--- src/rtl/lineif_ctl_pkg.sv ---
// Package: shared types for the line interface control block.
package lineif_ctl_pkg;

    // Captured control word, as seen after synchronization.
    typedef struct packed {
        logic [2:0] ls;
        logic       ll;
        logic       rl;
        logic       att;
    } ctl_word_t;

    localparam int CTL_W = $bits(ctl_word_t);

    // Line rate selected at sequence start.
    typedef enum logic {
        MODE_E1 = 1'b0,
        MODE_T1 = 1'b1
    } line_mode_e;

    // Reset sequencer state.
    typedef enum logic [1:0] {
        SEQ_UNINIT = 2'd0,
        SEQ_COUNT  = 2'd1,
        SEQ_READY  = 2'd2
    } seq_state_e;

endpackage

--- src/rtl/lineif_pin_sync.sv ---
// Module: multi-bit pin synchronizer.
// Passes WIDTH asynchronous pins through STAGES flops.
// Assumes the pins are quasi-static: a multi-bit word is not
// guaranteed coherent while it is changing.
module lineif_pin_sync #(
    parameter int              WIDTH   = 7,
    parameter int              STAGES  = 2,
    parameter logic [WIDTH-1:0] RST_VAL = '0
) (
    input  logic             clk,
    input  logic             rst_n,
    input  logic [WIDTH-1:0] pin_i,
    output logic [WIDTH-1:0] sync_o
);

    logic [WIDTH-1:0] stage_q [STAGES];

    for (genvar g = 0; g < STAGES; g++) begin : g_stage
        if (g == 0) begin : g_first
            // First stage: sample the raw pins.
            always_ff @(posedge clk) begin
                if (!rst_n) stage_q[g] <= RST_VAL;
                else        stage_q[g] <= pin_i;
            end
        end else begin : g_next
            // Later stages: resolve metastability.
            always_ff @(posedge clk) begin
                if (!rst_n) stage_q[g] <= RST_VAL;
                else        stage_q[g] <= stage_q[g-1];
            end
        end
    end

    assign sync_o = stage_q[STAGES-1];

endmodule

--- src/rtl/lineif_ctl_capture.sv ---
// Module: control-word capture register.
// Loads the synchronized pins in every cycle that the synchronized
// strobe is low and holds otherwise. The same register therefore
// serves a strobe tied low (transparent) and a pulsed strobe, which
// keeps the value present at the rising edge. Assumes data settles
// before the strobe rises and holds past it.
module lineif_ctl_capture
    import lineif_ctl_pkg::*;
(
    input  logic      clk,
    input  logic      rst_n,
    input  logic      cs_n_s,
    input  ctl_word_t pins_s,
    output ctl_word_t word_o
);

    ctl_word_t word_q;

    // Load while strobe low, hold while high.
    always_ff @(posedge clk) begin
        if (!rst_n)      word_q <= '0;
        else if (!cs_n_s) word_q <= pins_s;
    end

    assign word_o = word_q;

endmodule

--- src/rtl/lineif_rst_seq.sv ---
// Module: reset-request qualifier and ready sequencer.
// Qualifies both loop bits high for QUAL_CYCLES clocks, starts on the
// first fall, freezes the line mode and code, and then counts
// READY_COUNT recovered-clock ticks before raising ready. Assumes
// rclk_tick is a single-cycle pulse in this clock domain.
module lineif_rst_seq
    import lineif_ctl_pkg::*;
#(
    parameter int QUAL_CYCLES = 250,
    parameter int READY_COUNT = 65536
) (
    input  logic       clk,
    input  logic       rst_n,
    input  logic [2:0] ls_i,
    input  logic       ll_i,
    input  logic       rl_i,
    input  logic       rclk_tick,
    output logic       ready_o,
    output line_mode_e mode_o,
    output logic [2:0] ls_o
);

    localparam int QW = $clog2(QUAL_CYCLES + 1);
    localparam int RW = $clog2(READY_COUNT + 1);
    localparam logic [QW-1:0] QUAL_MAX = QW'(QUAL_CYCLES);
    localparam logic [RW-1:0] CNT_LAST = RW'(READY_COUNT - 1);

    logic [QW-1:0] qual_q;
    logic [RW-1:0] cnt_q;
    seq_state_e    state_q;
    line_mode_e    mode_q;
    logic [2:0]    ls_q;
    logic          both_hi;
    logic          armed;
    logic          start;

    assign both_hi = ll_i && rl_i;
    assign armed   = (qual_q == QUAL_MAX);
    assign start   = armed && !both_hi;

    // Measure how long both loop bits have been high, saturating.
    always_ff @(posedge clk) begin
        if (!rst_n)          qual_q <= '0;
        else if (!both_hi)   qual_q <= '0;
        else if (!armed)     qual_q <= qual_q + 1'b1;
    end

    // Sequence state and recovered-clock tick counter.
    always_ff @(posedge clk) begin
        if (!rst_n) begin
            state_q <= SEQ_UNINIT;
            cnt_q   <= '0;
        end else if (start) begin
            state_q <= SEQ_COUNT;
            cnt_q   <= '0;
        end else if (state_q == SEQ_COUNT && rclk_tick) begin
            if (cnt_q == CNT_LAST) state_q <= SEQ_READY;
            else                   cnt_q   <= cnt_q + 1'b1;
        end
    end

    // Freeze the line mode from the code present at sequence start.
    always_ff @(posedge clk) begin
        if (!rst_n)     mode_q <= MODE_E1;
        else if (start) mode_q <= (ls_i == 3'b000) ? MODE_E1 : MODE_T1;
    end

    // Active code: frozen at start, later nonzero codes follow in T1.
    always_ff @(posedge clk) begin
        if (!rst_n)                                    ls_q <= 3'b000;
        else if (start)                                ls_q <= ls_i;
        else if (mode_q == MODE_T1 && ls_i != 3'b000)  ls_q <= ls_i;
    end

    assign ready_o = (state_q == SEQ_READY);
    assign mode_o  = mode_q;
    assign ls_o    = ls_q;

endmodule

--- src/rtl/lineif_ctl_seq.sv ---
// Module: top of the line interface control capture and reset sequencer.
// Synchronizes the control pins, captures them (transparent or
// strobed), runs the reset sequence and gates the loop enables.
// Assumes pins are static around strobe edges.
module lineif_ctl_seq
    import lineif_ctl_pkg::*;
#(
    parameter int SYNC_STAGES = 2,
    parameter int QUAL_CYCLES = 250,
    parameter int READY_COUNT = 65536
) (
    input  logic       clk,
    input  logic       rst_n,
    input  logic       cs_n,
    input  logic [2:0] ls_pin,
    input  logic       ll_pin,
    input  logic       rl_pin,
    input  logic       att_pin,
    input  logic       rclk_tick,
    output logic       ready_o,
    output logic       mode_o,
    output logic [2:0] ls_o,
    output logic       llb_o,
    output logic       rlb_o,
    output logic       att_o
);

    localparam int SW = CTL_W + 1;
    localparam logic [SW-1:0] SYNC_RST = {1'b1, {CTL_W{1'b0}}};

    logic [SW-1:0] raw_bus;
    logic [SW-1:0] sync_bus;
    ctl_word_t     pins_s;
    ctl_word_t     word;
    logic          cs_n_s;
    line_mode_e    mode_e;
    logic          ready;

    assign raw_bus = {cs_n, ls_pin, ll_pin, rl_pin, att_pin};

    lineif_pin_sync #(
        .WIDTH   (SW),
        .STAGES  (SYNC_STAGES),
        .RST_VAL (SYNC_RST)
    ) u_sync (
        .clk    (clk),
        .rst_n  (rst_n),
        .pin_i  (raw_bus),
        .sync_o (sync_bus)
    );

    assign cs_n_s = sync_bus[SW-1];
    assign pins_s = ctl_word_t'(sync_bus[CTL_W-1:0]);

    lineif_ctl_capture u_cap (
        .clk    (clk),
        .rst_n  (rst_n),
        .cs_n_s (cs_n_s),
        .pins_s (pins_s),
        .word_o (word)
    );

    lineif_rst_seq #(
        .QUAL_CYCLES (QUAL_CYCLES),
        .READY_COUNT (READY_COUNT)
    ) u_seq (
        .clk       (clk),
        .rst_n     (rst_n),
        .ls_i      (word.ls),
        .ll_i      (word.ll),
        .rl_i      (word.rl),
        .rclk_tick (rclk_tick),
        .ready_o   (ready),
        .mode_o    (mode_e),
        .ls_o      (ls_o)
    );

    // Loop enables: only when ready and never for the request combination.
    assign llb_o   = ready && word.ll && !word.rl;
    assign rlb_o   = ready && word.rl && !word.ll;
    assign att_o   = word.att;
    assign ready_o = ready;
    assign mode_o  = logic'(mode_e);

endmodule

--- config.mk ---
export PLATFORM = sky130hd
export DESIGN_NAME = lineif_ctl_seq
export DESIGN_NICKNAME = d
export VERILOG_FILES = /design/src/rtl/lineif_ctl_pkg.sv /design/src/rtl/lineif_pin_sync.sv /design/src/rtl/lineif_ctl_capture.sv /design/src/rtl/lineif_rst_seq.sv /design/src/rtl/lineif_ctl_seq.sv
export SDC_FILE = /design/constraint.sdc
export NUM_CORES = 1
export LEC_CHECK = 0
export ABC_CLOCK_PERIOD_IN_PS = 3100
export CAP_MARGIN = 5
export CORE_ASPECT_RATIO = 0.6
export CORE_MARGIN = 2
export CORE_UTILIZATION = 56
export DETAILED_ROUTE_END_ITERATION = 12
export GPL_ROUTABILITY_DRIVEN = 0
export PLACE_DENSITY = 0.78
export SLEW_MARGIN = 25
export SYNTH_ARGS = -nofsm -noshare
export SYNTH_HDL_FRONTEND = slang
export SYNTH_SLANG_ARGS = --single-unit
--- constraint.sdc ---
create_clock -name clk -period 3.1 [get_ports clk]
set_input_delay 0.465 -clock clk [delete_from_list [all_inputs] [get_ports clk]]
set_output_delay 0.465 -clock clk [all_outputs]
set_load 0.1 [all_outputs]
# ---- Word level (Yosys, flattened, before mapping)
# Memories as Yosys holds them, arrays and structs flattened.
# Index checks and enable logic that the tools add are counted.
# Widths: inputs -> output; s select.
dict set report classes {
  add_sub_neg 2
  n_eq_ne 4
  muxes 10
  n_bitwise 4
  reduce_logical 21
}
# operator count
set op_table {}
lappend op_table {{$add 17x1->17 const B} 1}
lappend op_table {{$eq 17x16->1 const B} 1}
lappend op_table {{$mux 7} 2}
lappend op_table {{$add 8x1->8 const B} 1}
lappend op_table {{$eq 8x8->1 const B} 1}
lappend op_table {{$logic_and 1x1->1} 8}
lappend op_table {{$reduce_and 2->1} 4}
lappend op_table {{$mux 1} 6}
lappend op_table {{$mux 3} 2}
lappend op_table {{$reduce_bool 2->1} 3}
lappend op_table {{$logic_not 1->1} 3}
lappend op_table {{$logic_not 3->1} 1}
lappend op_table {{$reduce_bool 3->1} 1}
lappend op_table {{$eq 2x1->1 const B} 1}
lappend op_table {{$eq 2x2->1 const B} 1}
lappend op_table {{$not 1->1} 2}
lappend op_table {{$or 1x1->1} 2}
lappend op_table {{$reduce_or 2->1} 1}
dict set report word_totals {
  ff_bits 37
  ramBits 14
  in_bits 10
  memories 1
}
# name words word_bits read_ports rd_ports_with_merged_regs write_ports line_no
set memory_table {}
lappend memory_table {u_sync.stage_q 2 7 2 0 2 lineif_pin_sync.sv:16} ;# logic [WIDTH-1:0] stage_q [STAGES];

# ---- Depth between registers and ports, before layout
dict set report logic_depth {
  word_depth 5
  depth_mapped 9
  mapped_depth_nobuf 8
}

# ---- Modules after synthesis
# From an unflattened synthesis, not the netlist that was laid out.
dict set report unflattened {
  cells_unflattened 213
  area_unflattened_um2 2069.5
}
# module instances cells_per_inst area_per_inst_um2 seq_area_each_um2
set by_module_without_submodules {}
lappend by_module_without_submodules {lineif_rst_seq 1 163 1433.9 620.6}
lappend by_module_without_submodules {lineif_pin_sync 1 29 389.1 280.3}
lappend by_module_without_submodules {lineif_ctl_capture 1 19 229.0 120.1}
lappend by_module_without_submodules {lineif_ctl_seq 1 2 17.5 0.0}

# ---- Worst setup path before layout
# No wires, ideal clock.
dict set report synth_timing {
  path_kind {reg-to-output}
  start {reg u_seq.state_q[1]}
  end {out llb_o}
  arrival_time_ns 2.736
  t_required_ns 2.635
  path_slack_ns -0.101
  path_stages_with_launch 3
  n_path_buf 0
  path_cell_list {dfxtp_1 nor2b_1 and3b_1}
}
dict set report synth_between {
  elab_chain_len 3
}
# item line_no
set synth_lines {}
lappend synth_lines {{start, declared} lineif_rst_seq.sv:30} ;# seq_state_e state_q;
lappend synth_lines {{start signal, assigned} lineif_rst_seq.sv:51} ;# state_q <= SEQ_UNINIT;
lappend synth_lines {{start signal, assigned} lineif_rst_seq.sv:54} ;# state_q <= SEQ_COUNT;
lappend synth_lines {{start signal, assigned} lineif_rst_seq.sv:57} ;# if (cnt_q == CNT_LAST) state_q <= SEQ_READY;
lappend synth_lines {{$eq 2x2->1} lineif_rst_seq.sv:75} ;# assign ready_o = (state_q == SEQ_READY);
lappend synth_lines {{net ready_o} lineif_ctl_seq.sv:20} ;# output logic ready_o,
lappend synth_lines {{$logic_and 1x1->1 (2 in series)} lineif_ctl_seq.sv:79} ;# assign llb_o = ready && word.ll && !word.rl;
lappend synth_lines {{end, declared} lineif_ctl_seq.sv:23} ;# output logic llb_o,
# The timed path passes the listed nets, and every way through them passes these cells.

# ---- Worst setup path after layout
dict set report layout_timing {
  start {reg u_seq.cnt_q[0]}
  end {reg u_seq.cnt_q[15]}
}
dict set report layout_between {
  elab_chain_len 3
  elab_cells_between_ends 4
}
# item line_no
set layout_lines {}
lappend layout_lines {{start, declared} lineif_rst_seq.sv:29} ;# logic [RW-1:0] cnt_q;
lappend layout_lines {{start signal, assigned} lineif_rst_seq.sv:58} ;# else cnt_q <= cnt_q + 1'b1;
lappend layout_lines {{parallel branches: the longest is 3 deep, another holds $add 17x1->17} --}
# Parallel ways; which one is timed is not known.
# A chain may end at the register's enable or synchronous reset.

==> results_dict.tcl <==
set metrics [dict create \
    cts_sinks 51 \
    cts_hold_buf 0 \
    rows 16 \
    synth.avg_cell_area_um2 9.579 \
    critPathMaxFanout 11 \
    yosys_warnings 0 \
    critical-path-max-stage-delay_ns 0.59 \
    ant_nets 0 \
    skew_ns 0.009784 \
    fin_nets 242 \
    ys_seq_area_share_pct 51.00 \
    port_buffers 17 \
    stdcell_count 274 \
    cts-htree-levels 2 \
    post-cts-setup-buffer-count 0 \
    viasPerCell 5.558 \
    status "complete, no violations" \
    die_area_um2 4085 \
    use_met1_pct 28.69 \
    cp_cell_sequence "ha_1 -> and4_1 -> and4_1 -> ha_1 -> and4bb_1 -> nand4_1 -> or4_1 -> a21oi_1" \
    finalMaxSlewViolations 0 \
    ir_worst_vdd_mv 0.3237 \
    setup_tns_ns 0 \
    cts_buffers 5 \
    clock.fmax_mhz 367.0 \
    syn_nets 223 \
    gr-usage-all-layers_pct 21.39 \
    synth.ff_latch_count 51 \
    slew_headroom_pct 59.91 \
    drc 0 \
    setup_viol 0 \
    layout-drive-gt1-share_pct 8.297 \
    worst_setup_path_end_kind "flop" \
    placed_cells 266 \
    grt_overflow 0 \
    num_vias 1523 \
    first_iter_violations 70 \
    core_um2 3343 \
    power_leakage_nw 0.8628 \
    dr.pass1.iters 4 \
    powerDensity_nw_per_um2 486.5 \
    syn_to_final_growth_pct 14.38 \
    grt_pass1_vias 1445 \
    tightest_slew_ns 0.5999 \
    cts_tree "yes" \
    path_clk_slew_ns 0.10 \
    die_x_um 81.19 \
    cp.arrival_ns 2.96 \
    start_kind "flop" \
    globalRouteMet3Util_pct 5.396 \
    hp-class "reg -> reg" \
    use_met2_pct 34.02 \
    n_antenna_cell 0 \
    finalWirelength_um 3793 \
    die_y_um 50.32 \
    hpwl_um 2811 \
    crit_family "simple AND/OR/NAND/NOR gates" \
    antenna_found_initial 0 \
    cts-root-buf "clkbuf_8" \
    syn_area_um2 2002 \
    whs_ns 0.4430 \
    grt.busiest_layer "met2" \
    synth.distinct_cells 34 \
    period_share_pct 87.90 \
    initial_core_util_pct 59.88 \
    fin_crit_ns 2.725 \
    cap_violations 0 \
    clockBufferDepth 2 \
    grt_max_degree 26 \
    syn_inst 209 \
    io_pins 18 \
    worstPathRequired_ns 3.34 \
    wire_per_inst_um 13.84 \
    crit_buf_inv 0 \
    finalHoldViolations 0 \
    grt_first_pass_wirelength_um 6582 \
    cts_resized 0 \
    rsz0062_at_grt "no" \
    path_class "reg -> reg" \
    slowest_stage "and4bb_1" \
    clkLatencyLatePin_ns 0.31 \
]
-- cells in the mapped netlist --
master | instances | area (um^2)
a211oi_1 | 1 | 7.510
a21boi_0 | 1 | 7.510
a21oi_1 | 10 | 50.05
a31oi_1 | 1 | 6.260
and2_1 | 13 | 81.33
and3_1 | 2 | 12.51
and3b_1 | 3 | 26.28
and4_1 | 5 | 43.79
and4bb_1 | 1 | 12.51
buf_2 | 1 | 5.000
buf_6 | 1 | 11.26
clkbuf_1 | 4 | 15.01
dfxtp_1 | 51 | 1021
ha_1 | 4 | 50.05
inv_1 | 2 | 7.510
mux2i_1 | 7 | 70.07
nand2_1 | 18 | 67.56
nand2_2 | 1 | 6.260
nand2b_1 | 2 | 12.51
nand3_1 | 8 | 40.04
nand4_1 | 7 | 43.79
nand4bb_1 | 1 | 11.26
nor2_1 | 21 | 78.83
nor2b_1 | 7 | 43.79
nor3_1 | 3 | 15.01
nor4_1 | 1 | 6.260
o21ai_0 | 5 | 25.02
o22ai_1 | 2 | 12.51
o31ai_1 | 3 | 22.52
o41ai_1 | 1 | 8.760
or3_1 | 4 | 25.02
or4_1 | 2 | 15.01
xnor2_1 | 7 | 61.31
xor2_1 | 9 | 78.83
-- worst reg2reg max path: stages, from the launching register on --
cell and delay [ns]:
dfxtp_1 0.36, ha_1 0.25, and4_1 0.22, and4_1 0.19, ha_1 0.22, and4bb_1 0.59
nand4_1 0.24, or4_1 0.44, a21oi_1 0.14
-- cells in the final DEF (no fill, tap or decap), drive strengths merged --
cell           count
o22ai              2
and4               5
mux2i              7
nor3               3
and3               2
xor2               9
nor2              21
a31oi              1
dfxtp             51
nand3              8
inv                4
nand4              7
clkinv             1
a21oi             10
nand2             19
nor2b              7
a21boi             1
and3b              3
and4bb             1
xnor2              7
clkbuf             5
and2              13
nor4               1
nand2b             2
nand4bb            1
o21ai              5
or4                2
o41ai              1
buf                9
a211oi             1
or3                4
o31ai              3
clkdlybuf4s50      9
ha                 4
-- area by class of cell --
class                      instances  area [um^2]
inverter                           2        7.507
multi-input combinational        150        944.7
timing repair buffer              18        157.7
tap                               45        56.30
clock buffer                       5        68.82
clock inverter                     3        33.78
fill                             270         1054
sequential                        51         1021
-- path summary, 6_finish.rpt --
check / to / cells after the start / slack (ns) / start
setup / recovery: u_seq.cnt_q[15] / 8 / 0.38 / u_seq.cnt_q[0]
hold / removal: u_sync.stage_q[1][2] / 1 / 0.44 / u_sync.stage_q[0][2]
setup reg to reg: u_seq.cnt_q[15] / 8 / 0.38 / u_seq.cnt_q[0]
hold reg to reg: u_sync.stage_q[1][2] / 1 / 0.44 / u_sync.stage_q[0][2]
-- cell families (layout without fill, tap and decap cells) --
logic type	count (synthesis)	in the layout	share of synthesized area [%]
mux	7	7	3.500
simple gates	99	99	27.06
xor+xnor	16	16	7.000
fa+ha+maj	4	4	2.500
compound gates	24	24	7.000
flops	51	51	51.00
buf+inv	8	28	1.937
-- routing by layer --
layer / part of all wire (%) / wire length [um] / vias up
met2: 46 / 1732 / 35
met3: 4.0 / 152 / 9
met5: 0 / 0 / -
met1: 48 / 1838 / 715
li1: - / - / 764
met4: 1.8 / 70 / 0
-- registers in the layout (all words and copies together), names as in the netlist --
name	count
u_seq.cnt_q	17
u_sync.stage_q	14
u_seq.qual_q	8
u_cap.word_o	6
u_seq.ls_o	3
u_seq.state_q	2
u_seq.mode_o	1
-- through the flow --
step / util [%] / power, mW / setup WS, ns / cell area, um^2
6_report: 68.49 / 1.114 / 0.3750 / 2290
5_1_grt: 68.49 / 1.161 / 0.2587 / 2290
4_1_cts: 68.49 / 1.128 / 0.4291 / 2290
3_5_place_dp: 65.42 / 0.7157 / 0.4521 / 2187
3_3_place_gp: 65.42 / 0.7137 / 0.6039 / 2187
2_1_floorplan: - / 0.6995 / 0.4931 / 2004
-- power breakdown --
group          total, mW  switching [mW]  internal, mW
Sequential         0.668         0.00437         0.664
Clock              0.414           0.242         0.172
Combinational     0.0317          0.0133        0.0185
No activity file was read; power rests on OpenSTA's default activity.
